File: config.mk
export PLATFORM = sky130hd
export DESIGN_NAME = egress_grant_sched
export DESIGN_NICKNAME = d
export VERILOG_FILES = /design/src/rtl/egs_pkg.sv /design/src/rtl/egs_req_table.sv /design/src/rtl/egs_rr_pick.sv /design/src/rtl/egs_space.sv /design/src/rtl/egress_grant_sched.sv
export SDC_FILE = /design/constraint.sdc
export NUM_CORES = 1
export LEC_CHECK = 0
export BUFFER_PORTS_ARGS = -buffer_cell sky130_fd_sc_hd__buf_2
export CAP_MARGIN = 20
export CORE_ASPECT_RATIO = 0.6
export CORE_MARGIN = 4
export CORE_UTILIZATION = 60
export CTS_CLUSTER_DIAMETER = 60
export DETAILED_ROUTE_END_ITERATION = 8
export PLACE_DENSITY = 0.85
export SYNTH_ARGS = -nofsm -noshare
export SYNTH_HDL_FRONTEND = slang
export SYNTH_HIERARCHICAL = 1
export SYNTH_SLANG_ARGS = --single-unit
File: constraint.sdc
create_clock -name clk -period 22.5 [get_ports clk]
set_clock_uncertainty 0.05 [all_clocks]
set_input_delay 2.25 -clock clk [delete_from_list [all_inputs] [get_ports clk]]
set_output_delay 2.25 -clock clk [all_outputs]
set_load 0.01 [all_outputs]
File: src/rtl/egs_pkg.sv
package egs_pkg;
  typedef enum logic {
    SCH_IDLE = 1'b0,
    SCH_WAIT = 1'b1
  } sched_st_e;
endpackage

File: src/rtl/egs_req_table.sv
module egs_req_table #(
  parameter int N_ING = 4,
  parameter int CNT_W = 16,
  localparam int IDX_W = (N_ING > 1) ? $clog2(N_ING) : 1
) (
  input  logic                        clk,
  input  logic                        rst_n,
  input  logic                        wr_vld,
  input  logic [IDX_W-1:0]            wr_idx,
  input  logic [CNT_W-1:0]            wr_hi,
  input  logic [CNT_W-1:0]            wr_lo,
  input  logic                        clr_vld,
  input  logic [IDX_W-1:0]            clr_idx,
  output logic [N_ING-1:0]            pend,
  output logic [N_ING-1:0][CNT_W-1:0] hi_all,
  output logic [N_ING-1:0][CNT_W-1:0] lo_all
);
  // one entry per ingress; a write overrides a clear in the same cycle
  for (genvar i = 0; i < N_ING; i++) begin : g_ent
    logic wr_en, clr_en;
    logic pend_d;
    assign wr_en  = wr_vld && (wr_idx == IDX_W'(i));
    assign clr_en = clr_vld && (clr_idx == IDX_W'(i));

    always_comb begin
      pend_d = pend[i];
      if (wr_en)       pend_d = (wr_hi != '0) || (wr_lo != '0);
      else if (clr_en) pend_d = 1'b0;
    end

    always_ff @(posedge clk or negedge rst_n) begin
      if (!rst_n) begin
        pend[i]   <= 1'b0;
        hi_all[i] <= '0;
        lo_all[i] <= '0;
      end else begin
        pend[i] <= pend_d;
        if (wr_en) begin
          hi_all[i] <= wr_hi;
          lo_all[i] <= wr_lo;
        end
      end
    end
  end
endmodule

File: src/rtl/egs_rr_pick.sv
module egs_rr_pick #(
  parameter int N_ING = 4,
  localparam int IDX_W = (N_ING > 1) ? $clog2(N_ING) : 1
) (
  input  logic [N_ING-1:0] pend,
  input  logic [IDX_W-1:0] last,
  output logic             any,
  output logic [IDX_W-1:0] idx
);
  // scan starts one past the last granted ingress and wraps
  always_comb begin
    any = 1'b0;
    idx = last;
    for (int k = 1; k <= N_ING; k++) begin
      int c;
      c = int'(last) + k;
      if (c >= N_ING) c = c - N_ING;
      if (!any && pend[c]) begin
        any = 1'b1;
        idx = IDX_W'(c);
      end
    end
  end
endmodule

File: src/rtl/egs_space.sv
module egs_space #(
  parameter int CNT_W     = 16,
  parameter int CAP_BYTES = 15360,
  localparam int WW = CNT_W + 2
) (
  input  logic             clk,
  input  logic             rst_n,
  input  logic             burst_vld,
  input  logic [CNT_W-1:0] burst_bytes,
  input  logic             drain_vld,
  input  logic [CNT_W-1:0] drain_bytes,
  input  logic             charge_vld,
  input  logic [CNT_W-1:0] charge_bytes,
  input  logic             release_vld,
  output logic [CNT_W-1:0] free_bytes
);
  localparam logic [WW-1:0] CAP_X = WW'(CAP_BYTES);

  logic [CNT_W-1:0] stored_q, owed_q;
  logic [CNT_W-1:0] stored_d, owed_d;
  logic [WW-1:0]    sum_w, drn_w, st_w, brs_w, tot_w;

  always_comb begin
    brs_w = burst_vld ? WW'(burst_bytes) : '0;
    drn_w = drain_vld ? WW'(drain_bytes) : '0;
    sum_w = WW'(stored_q) + brs_w;
    st_w  = (drn_w > sum_w) ? '0 : (sum_w - drn_w);
    if (st_w > CAP_X) st_w = CAP_X;
    stored_d = CNT_W'(st_w);

    owed_d = owed_q;
    if (release_vld)    owed_d = '0;
    else if (burst_vld) owed_d = (burst_bytes >= owed_q) ? '0 : (owed_q - burst_bytes);
    if (charge_vld)     owed_d = charge_bytes;

    tot_w      = WW'(stored_q) + WW'(owed_q);
    free_bytes = (tot_w >= CAP_X) ? '0 : CNT_W'(CAP_X - tot_w);
  end

  always_ff @(posedge clk or negedge rst_n) begin
    if (!rst_n) begin
      stored_q <= '0;
      owed_q   <= '0;
    end else begin
      stored_q <= stored_d;
      owed_q   <= owed_d;
    end
  end
endmodule

File: src/rtl/egress_grant_sched.sv
module egress_grant_sched #(
  parameter int N_ING     = 4,
  parameter int CNT_W     = 16,
  parameter int CAP_BYTES = 15360,
  localparam int IDX_W = (N_ING > 1) ? $clog2(N_ING) : 1
) (
  input  logic             clk,
  input  logic             rst_n,
  input  logic             req_vld,
  input  logic [IDX_W-1:0] req_ing,
  input  logic [CNT_W-1:0] req_hi,
  input  logic [CNT_W-1:0] req_lo,
  input  logic             burst_vld,
  input  logic [CNT_W-1:0] burst_bytes,
  input  logic             drain_vld,
  input  logic [CNT_W-1:0] drain_bytes,
  output logic             rsp_vld,
  output logic [IDX_W-1:0] rsp_ing,
  output logic [CNT_W-1:0] rsp_hi,
  output logic [CNT_W-1:0] rsp_lo
);
  import egs_pkg::*;

  sched_st_e               st_q, st_d;
  logic [IDX_W-1:0]        cur_q, cur_d;
  logic [IDX_W-1:0]        ptr_q, ptr_d;
  logic [N_ING-1:0]        pend;
  logic [N_ING-1:0][CNT_W-1:0] hi_all, lo_all;
  logic                    any, fire, release_vld;
  logic [IDX_W-1:0]        sel_idx;
  logic [CNT_W-1:0]        free_bytes, sel_hi, sel_lo, g_hi, g_lo, rem, grant_sum;

  egs_req_table #(.N_ING(N_ING), .CNT_W(CNT_W)) u_tab (
    .clk(clk), .rst_n(rst_n),
    .wr_vld(req_vld), .wr_idx(req_ing), .wr_hi(req_hi), .wr_lo(req_lo),
    .clr_vld(fire), .clr_idx(sel_idx),
    .pend(pend), .hi_all(hi_all), .lo_all(lo_all)
  );

  egs_rr_pick #(.N_ING(N_ING)) u_pick (
    .pend(pend), .last(ptr_q), .any(any), .idx(sel_idx)
  );

  egs_space #(.CNT_W(CNT_W), .CAP_BYTES(CAP_BYTES)) u_space (
    .clk(clk), .rst_n(rst_n),
    .burst_vld(burst_vld), .burst_bytes(burst_bytes),
    .drain_vld(drain_vld), .drain_bytes(drain_bytes),
    .charge_vld(fire), .charge_bytes(grant_sum),
    .release_vld(release_vld), .free_bytes(free_bytes)
  );

  // strict-priority grant sizing
  always_comb begin
    sel_hi    = hi_all[sel_idx];
    sel_lo    = lo_all[sel_idx];
    g_hi      = (sel_hi < free_bytes) ? sel_hi : free_bytes;
    rem       = free_bytes - g_hi;
    g_lo      = (sel_lo < rem) ? sel_lo : rem;
    grant_sum = g_hi + g_lo;
  end

  assign fire        = (st_q == SCH_IDLE) && any;
  assign release_vld = (st_q == SCH_WAIT) && req_vld && (req_ing == cur_q);

  always_comb begin
    st_d  = st_q;
    cur_d = cur_q;
    ptr_d = ptr_q;
    if (fire) begin
      st_d  = SCH_WAIT;
      cur_d = sel_idx;
      ptr_d = sel_idx;
    end else if (release_vld) begin
      st_d  = SCH_IDLE;
    end
  end

  always_ff @(posedge clk or negedge rst_n) begin
    if (!rst_n) begin
      st_q    <= SCH_IDLE;
      cur_q   <= '0;
      ptr_q   <= IDX_W'(N_ING - 1);
      rsp_vld <= 1'b0;
      rsp_ing <= '0;
      rsp_hi  <= '0;
      rsp_lo  <= '0;
    end else begin
      st_q    <= st_d;
      cur_q   <= cur_d;
      ptr_q   <= ptr_d;
      rsp_vld <= fire;
      if (fire) begin
        rsp_ing <= sel_idx;
        rsp_hi  <= g_hi;
        rsp_lo  <= g_lo;
      end
    end
  end
endmodule

After elaboration in Yosys (flattened, before gate mapping)
Index checks and enable logic that the tools add are counted.
W data, S select, Z words.
{ "op_classes": {"addsub": 15, "n_lt_le_gt_ge": 15, "eq_ne": 7, "muxes": 49, "n_bitwise": 1, "n_reduce_logical": 28} }
{ "ops": {"columns": ["op", "count"], "rows": [
  ["$mux W16", 12],
  ["$ge A32 B4 Y1 const B", 4],
  ["$lt A32 B4 Y1 const B", 4],
  ["$mux W32", 4],
  ["$sub A32 B4 Y32 const B", 4],
  ["$bmux W16 S2", 2],
  ["$lt A16 B16 Y1", 2],
  ["$reduce_bool A16 Y1", 2],
  ["$sub A16 B16 Y16", 2],
  ["$mux W1", 22],
  ["$add A16 B18 Y18", 1],
  ["$gt A18 B14 Y1 const B", 1],
  ["$gt A18 B18 Y1", 1],
  ["$mux W18", 1],
  ["$sub A18 B18 Y18", 1],
  ["$add A16 B16 Y17", 1],
  ["$ge A17 B14 Y1 const B", 1],
  ["$add A16 B16 Y16", 1],
  ["$ge A16 B16 Y1", 1],
  ["$sub A14 B16 Y16 const A", 1],
  ["$logic_and A1 B1 Y1", 14],
  ["$reduce_bool A2 Y1", 5],
  ["$bmux W1 S2", 4],
  ["$eq A2 B2 Y1 const B", 4],
  ["12 further kinds", 20]
]} }
{ "word_totals": {"register_bits": 202, "output_inout_bits": 35} }

Depth between registers and ports, before layout
{ "depth": {"depth_word": 25, "ltp_mapped": 53, "ltp_nobuf": 48} }

Cells and area by module
Netlist, hierarchy kept.
{ "modules_own_cells": {"columns": ["module", "instances", "cells_each", "area_per_inst_um2", "seq_area_each_um2"], "rows": [
  ["egs_req_table", 1, 299, 5044.8, 3303.2],
  ["egress_grant_sched", 1, 544, 4872.2, 953.4],
  ["egs_space", 1, 590, 4809.6, 800.8],
  ["egs_rr_pick", 1, 14, 82.6, 0.0]
]} }

Worst setup path after synthesis
OpenSTA, ideal clock, no wires.
{ "synth_timing": {"path_type": "register to register", "startpoint": "reg u_space.stored_q[0]", "endpoint": "reg u_space.owed_q[14]", "setup_time_ps": 129, "arrival_ps": 10710, "t_required_ps": 22321, "slack_ps": 11611, "path_stages_with_launch": 50, "period_less_slack_ps": 10889, "cell_sequence": "dfrtp_1 > ha_1 > fa_1 > a211o_1 > a21oi_2 > o311ai_2 > nor3_4 > nand3_4 > o311ai_2 > mux2_4 > nor2_2 > inv_1 > ha_1 > nand4_1 > or3_1 > o21ai_4 > clkbuf_1 > clkbuf_1 > [14 not listed] > nor3_1 > o211ai_1 > and3_1 > clkbuf_1 > clkbuf_1 > o21ai_0 > ha_1 > fa_1 > a21o_1 > a21oi_1 > inv_1 > a21oi_1 > o32a_1 > nand3_1 > nand4_1 > or3b_1 > a22oi_1 > o31ai_1"} }
{ "synth_between": {"elab_chain_len": 10} }
{ "synth_rtl": {"columns": ["element", "line_no", "source"], "rows": [
  ["start, declared", "egs_space.sv:19", "logic [CNT_W-1:0] stored_q, owed_q;"],
  ["start signal, assigned", "egs_space.sv:45", "stored_q <= stored_d;"],
  ["$add A16 B16 Y17 (*)", "egs_space.sv:36", "tot_w = WW'(stored_q) + WW'(owed_q);"],
  ["$sub A14 B16 Y16 / $ge A17 B14 Y1 (equally long branches)", "egs_space.sv:37", "free_bytes = (tot_w >= CAP_X) ? '0 : CNT_W'(CAP_X - tot_w);"],
  ["$mux W16 (*)", "egs_space.sv:37", null],
  ["net free_bytes[12]", "egress_grant_sched.sv:31", "logic [CNT_W-1:0] free_bytes, sel_hi, sel_lo, g_hi, g_lo, rem, grant_sum;"],
  ["$lt A16 B16 Y1 (*)", "egress_grant_sched.sv:56", "g_hi = (sel_hi < free_bytes) ? sel_hi : free_bytes;"],
  ["$mux W16 (*)", "egress_grant_sched.sv:56", null],
  ["net g_hi[1]", "egress_grant_sched.sv:31", null],
  ["$sub A16 B16 Y16 (*)", "egress_grant_sched.sv:57", "rem = free_bytes - g_hi;"],
  ["$lt A16 B16 Y1 (*)", "egress_grant_sched.sv:58", "g_lo = (sel_lo < rem) ? sel_lo : rem;"],
  ["$mux W16 (*)", "egress_grant_sched.sv:58", null],
  ["net g_lo[0]", "egress_grant_sched.sv:31", null],
  ["$add A16 B16 Y16 (*)", "egress_grant_sched.sv:59", "grant_sum = g_hi + g_lo;"],
  ["net grant_sum[14]", "egress_grant_sched.sv:31", null],
  ["$mux W16 (*)", "egs_space.sv:34", "if (charge_vld) owed_d = charge_bytes;"],
  ["end signal, assigned", "egs_space.sv:46", "owed_q <= owed_d;"],
  ["end, declared", "egs_space.sv:19", null]
]} }
Mark *: on every way through the listed nets, which the timed path passes. The rest lies on a longest branch.
A chain may end at the register's enable or synchronous reset.

Final worst setup path
{ "layout_timing": {"startpoint": "reg u_space.stored_q[0]", "endpoint": "reg u_space.owed_q[14]"} }
{ "layout_between": {"elab_chain_len": 10} }
{ "layout_rtl": {"columns": ["element", "line_no"], "rows": [
  ["$add A16 B16 Y17 (*)", "egs_space.sv:36"],
  ["$sub A14 B16 Y16 / $ge A17 B14 Y1 (equally long branches)", "egs_space.sv:37"],
  ["$mux W16 (*)", "egs_space.sv:37"],
  ["net free_bytes[3]", "egress_grant_sched.sv:31"],
  ["$lt A16 B16 Y1", "egress_grant_sched.sv:56"],
  ["$mux W16", "egress_grant_sched.sv:56"],
  ["$sub A16 B16 Y16 (*)", "egress_grant_sched.sv:57"],
  ["$lt A16 B16 Y1", "egress_grant_sched.sv:58"],
  ["$mux W16 (*)", "egress_grant_sched.sv:58"],
  ["net g_lo[0]", "egress_grant_sched.sv:31"],
  ["$add A16 B16 Y16 (*)", "egress_grant_sched.sv:59"],
  ["net grant_sum[14]", "egress_grant_sched.sv:31"],
  ["$mux W16 (*)", "egs_space.sv:34"]
]} }
Marks and branches as above.

==> run_results.csv <==
group,metric,value,unit
status,status,"finished clean",
sta,tightestPinTransition,1080,ps
critical_path,endpoint_kind,"flip-flop",
critical_path,r2r_start,"u_space/stored_q[0]",
synthesis,synth_largest_area_cell,"dfrtp_1",
placement,dp_slack,10620,ps
global_routing,grt_pass1_vias,11600,
route,viasPerCell,6.47,
sta,setup_ws,10080,ps
die,ios,106,
synthesis,synth_area,14800,um2
clock_network,cts_buffers,20,
sta,rsz0062_at_grt,"false",
sta,final_max_slew_viol_count,0,
global_routing,grt_first_pass_wirelength,64.1,mm
clock_network,cts_resized,0,
clock_network,clk_latency,520,ps
layout,synthToLayoutAreaGrowth,9.29,%
critical_path,crit_fanout,26,
die,num_rows,44,
sta,fin_tns_setup,0,ps
global_routing,overflow,0,
sta,max_slew_margin,28.1,%
min_path,hold_start,"rsp_hi[5]",
die,die-area,27300,um2
clock_network,cts_tree,"done",
route,firstDrtPassIters,5,
clock_network,cts_sinks,202,
critical_path,slowest_delay,710,ps
sta,setup_violations,0,
clock_network,clk_path_buf_depth,3,
global_routing,antenna_found_initial,0,
route,detail_route.wl_per_cell,21.9,um
sta,fin_crit,12420,ps
die,start_util,61.1,%
synthesis,yosysUniqueCellTypes,100,
synthesis,syn_inst,1447,
critical_path,worstPathArrival,12740,ps
synthesis,avgSynthCellArea,10.2,um2
critical_path,crit_slowest_cell,"o21ai_4",
synthesis,synth_top_area_share,33.8,%
min_path,hold_depth,2,
min_path,hp-class,"reg -> reg",
sta,hold_viol,0,
layout,nets,1736,
synthesis,yosysSeqAreaShare,34.2,%
global_routing,gr-usage-all-layers,29.7,%
placement,routabilityCongestion,1.04,
clock_network,hold_buffers,0,
clock_network,clockRootBuffer,"clkbuf_16",
min_path,whs_endpoint,"rsp_hi[5]",
synthesis,postSynth.asyncResetShare,100,%
job,max_cap_violations,0,
route,dr_total_vias,12100,
placement,port_buffers,105,
route,routed_wl,41.1,mm
critical_path,r2r_end,"u_space/owed_q[14]",
synthesis,yosys_warnings,6,
critical_path,required,22820,ps
synthesis,synth_edf_count,0,
clock_network,h-tree-depth,1,
synthesis,synthTopCellsByArea,"dfrtp_1, mux2_2, ha_1, mux4_2, o21ai_0",
global_routing,grt_max_degree,82,
critical_path,reg2regPathDepth,45,
clock_network,cts_setup_buffers,0,
route,drtIter0Drc,1464,
route,ant_nets,0,
sta,timing.final.crit_share,55.2,%
placement,hpwl,31.4,mm
critical_path,cp-start-kind,"flip-flop",
die,coreArea,24200,um2
clock_network,clk_pin_slew_worst_paths,70,ps
critical_path,criticalPathCategory,"reg -> reg",
die,die_y,130,um
critical_path,worst-r2r-setup-slack,10080,ps
synthesis,synth_seq_cells,202,
die,die_x,211,um
route,drc,0,
sta,fmax,80.5,MHz
synthesis,ys.flop_type,"dfrtp_1",
layout,nFillCells,1861,
layout,drive_above_1_share,24.2,%
==> final cells by class <==
type	count	area (um2)	share of cell area [%]
well taps	322	403	2.49
repair buffers	114	618	3.82
clock inverters	6	52.6	0.325
clock buffers	30	568	3.51
diodes	1	2.50	0.0155
flip-flops and latches	202	5060	31.2
multi-input cells	1119	9180	56.7
inverters	81	304	1.88
==> per-stage QoR <==
step | hold WS [ps] | instances | cell area (um2) | util (%)
final | 427 | 1875 | 16200 | 66.8
after global routing | 465 | 1874 | 16200 | 66.8
after CTS | 433 | 1872 | 16200 | 66.7
after detailed placement | 418 | 1836 | 15500 | 64.1
after global placement | 405 | 1836 | 15500 | 64.1
after floorplan | 403 | 1450 | 14800 | -
==> cell families (layout without fill, tap and decap cells) <==
group / Yosys count / count (layout) / share of synthesized area (%)
flip-flops: 202 / 202 / 34.2
buffers and inverters: 129 / 231 / 4.06
other: 1 / 5 / 0.0253
adder cells (fa/ha/maj): 128 / 128 / 11.1
AO/OA/AOI/OAI: 339 / 339 / 15.7
XOR/XNOR: 85 / 85 / 5.03
multiplexers: 192 / 192 / 17.0
AND/OR/NAND/NOR: 371 / 371 / 12.9
==> routing by layer <==
layer | share of wire [%] | GRT usage (%) | vias to the layer above
met1 | 45 | 45.6 | 5927
met3 | 14 | 12.6 | 70
met4 | 1.8 | 5.22 | 0
met2 | 39 | 39.3 | 649
li1 | - | - | 5493
met5 | 0 | 1.21 | -
==> worst max-delay path by stage <==
| stage | depth (start not counted) | endpoint | startpoint | slack (ps) |
|---|---|---|---|---|
| 3_5_place_dp | 45 | u_space/owed_q[14] | u_space/stored_q[0] | 10620 |
| 3_3_place_gp | 44 | u_space/owed_q[14] | u_space/stored_q[0] | 11220 |
| 6_report | 45 | u_space/owed_q[14] | u_space/stored_q[0] | 10080 |
| 2_1_floorplan | 49 | u_space/owed_q[14] | u_space/stored_q[0] | 11610 |
| 4_1_cts | 45 | u_space/owed_q[14] | u_space/stored_q[0] | 10530 |
| 5_1_grt | 45 | u_space/owed_q[14] | u_space/stored_q[0] | 9340 |
==> worst max-delay path, delay by kind of cell (launching register included) <==
| family | cells | cell delay, ps |
|---|---|---|
| xor gates and xnor gates | 1 | 320 |
| buffers and inverters | 2 | 270 |
| DFF | 1 | 400 |
| muxes | 1 | 650 |
| AOI/OAI and AO/OA | 27 | 6000 |
| adders and majority gates | 7 | 2550 |
| and+or+nand+nor | 7 | 2000 |
==> registers in the layout, summed over array words and instances, names as in the netlist <==
signal            flops
u_tab/hi_all         64
u_tab/lo_all         64
rsp_hi               16
rsp_lo               16
u_space/owed_q       16
u_space/stored_q     16
u_tab/pend            4
ptr_q                 2
rsp_ing               2
rsp_vld               1
st_q                  1
==> placed cells by master, fill, tap and decap left out, drive strengths merged, types with 24 or more instances in the layout <==
cell type and instances:
dfrtp 200, mux2 145, ha 121, buf 113, nand2 107, o21ai 96, inv 81, nor2 81
a21oi 74, xnor2 47, xor2 38, nor3 34, mux4 32, clkbuf 31, a21o 27, nand3 25
and2 24
==> cell usage after synthesis (6+ instances only) <==
library cell	number
buf_2	7
inv_1	81
o21ai_1	9
nand2_1	107
xor2_1	38
a21oi_1	70
nor3_1	30
a22oi_1	17
dfrtp_1	200
nand2b_1	15
fa_1	6
nor2b_1	11
o211ai_1	14
and2_1	24
nand4_1	13
or3_1	6
o21ai_0	84
nand3_1	23
or2_2	7
nor4_1	11
mux2i_1	14
and3_1	7
ha_1	121
a211o_1	6
a31oi_1	13
mux2_2	142
xnor2_1	47
clkbuf_1	22
a21o_1	27
a211oi_1	10
buf_6	13
mux4_2	32
nor2_1	79
o21a_1	17
Power is not shown: default switching activity piles up to over one toggle a cycle in this logic, so the estimate is an artifact.
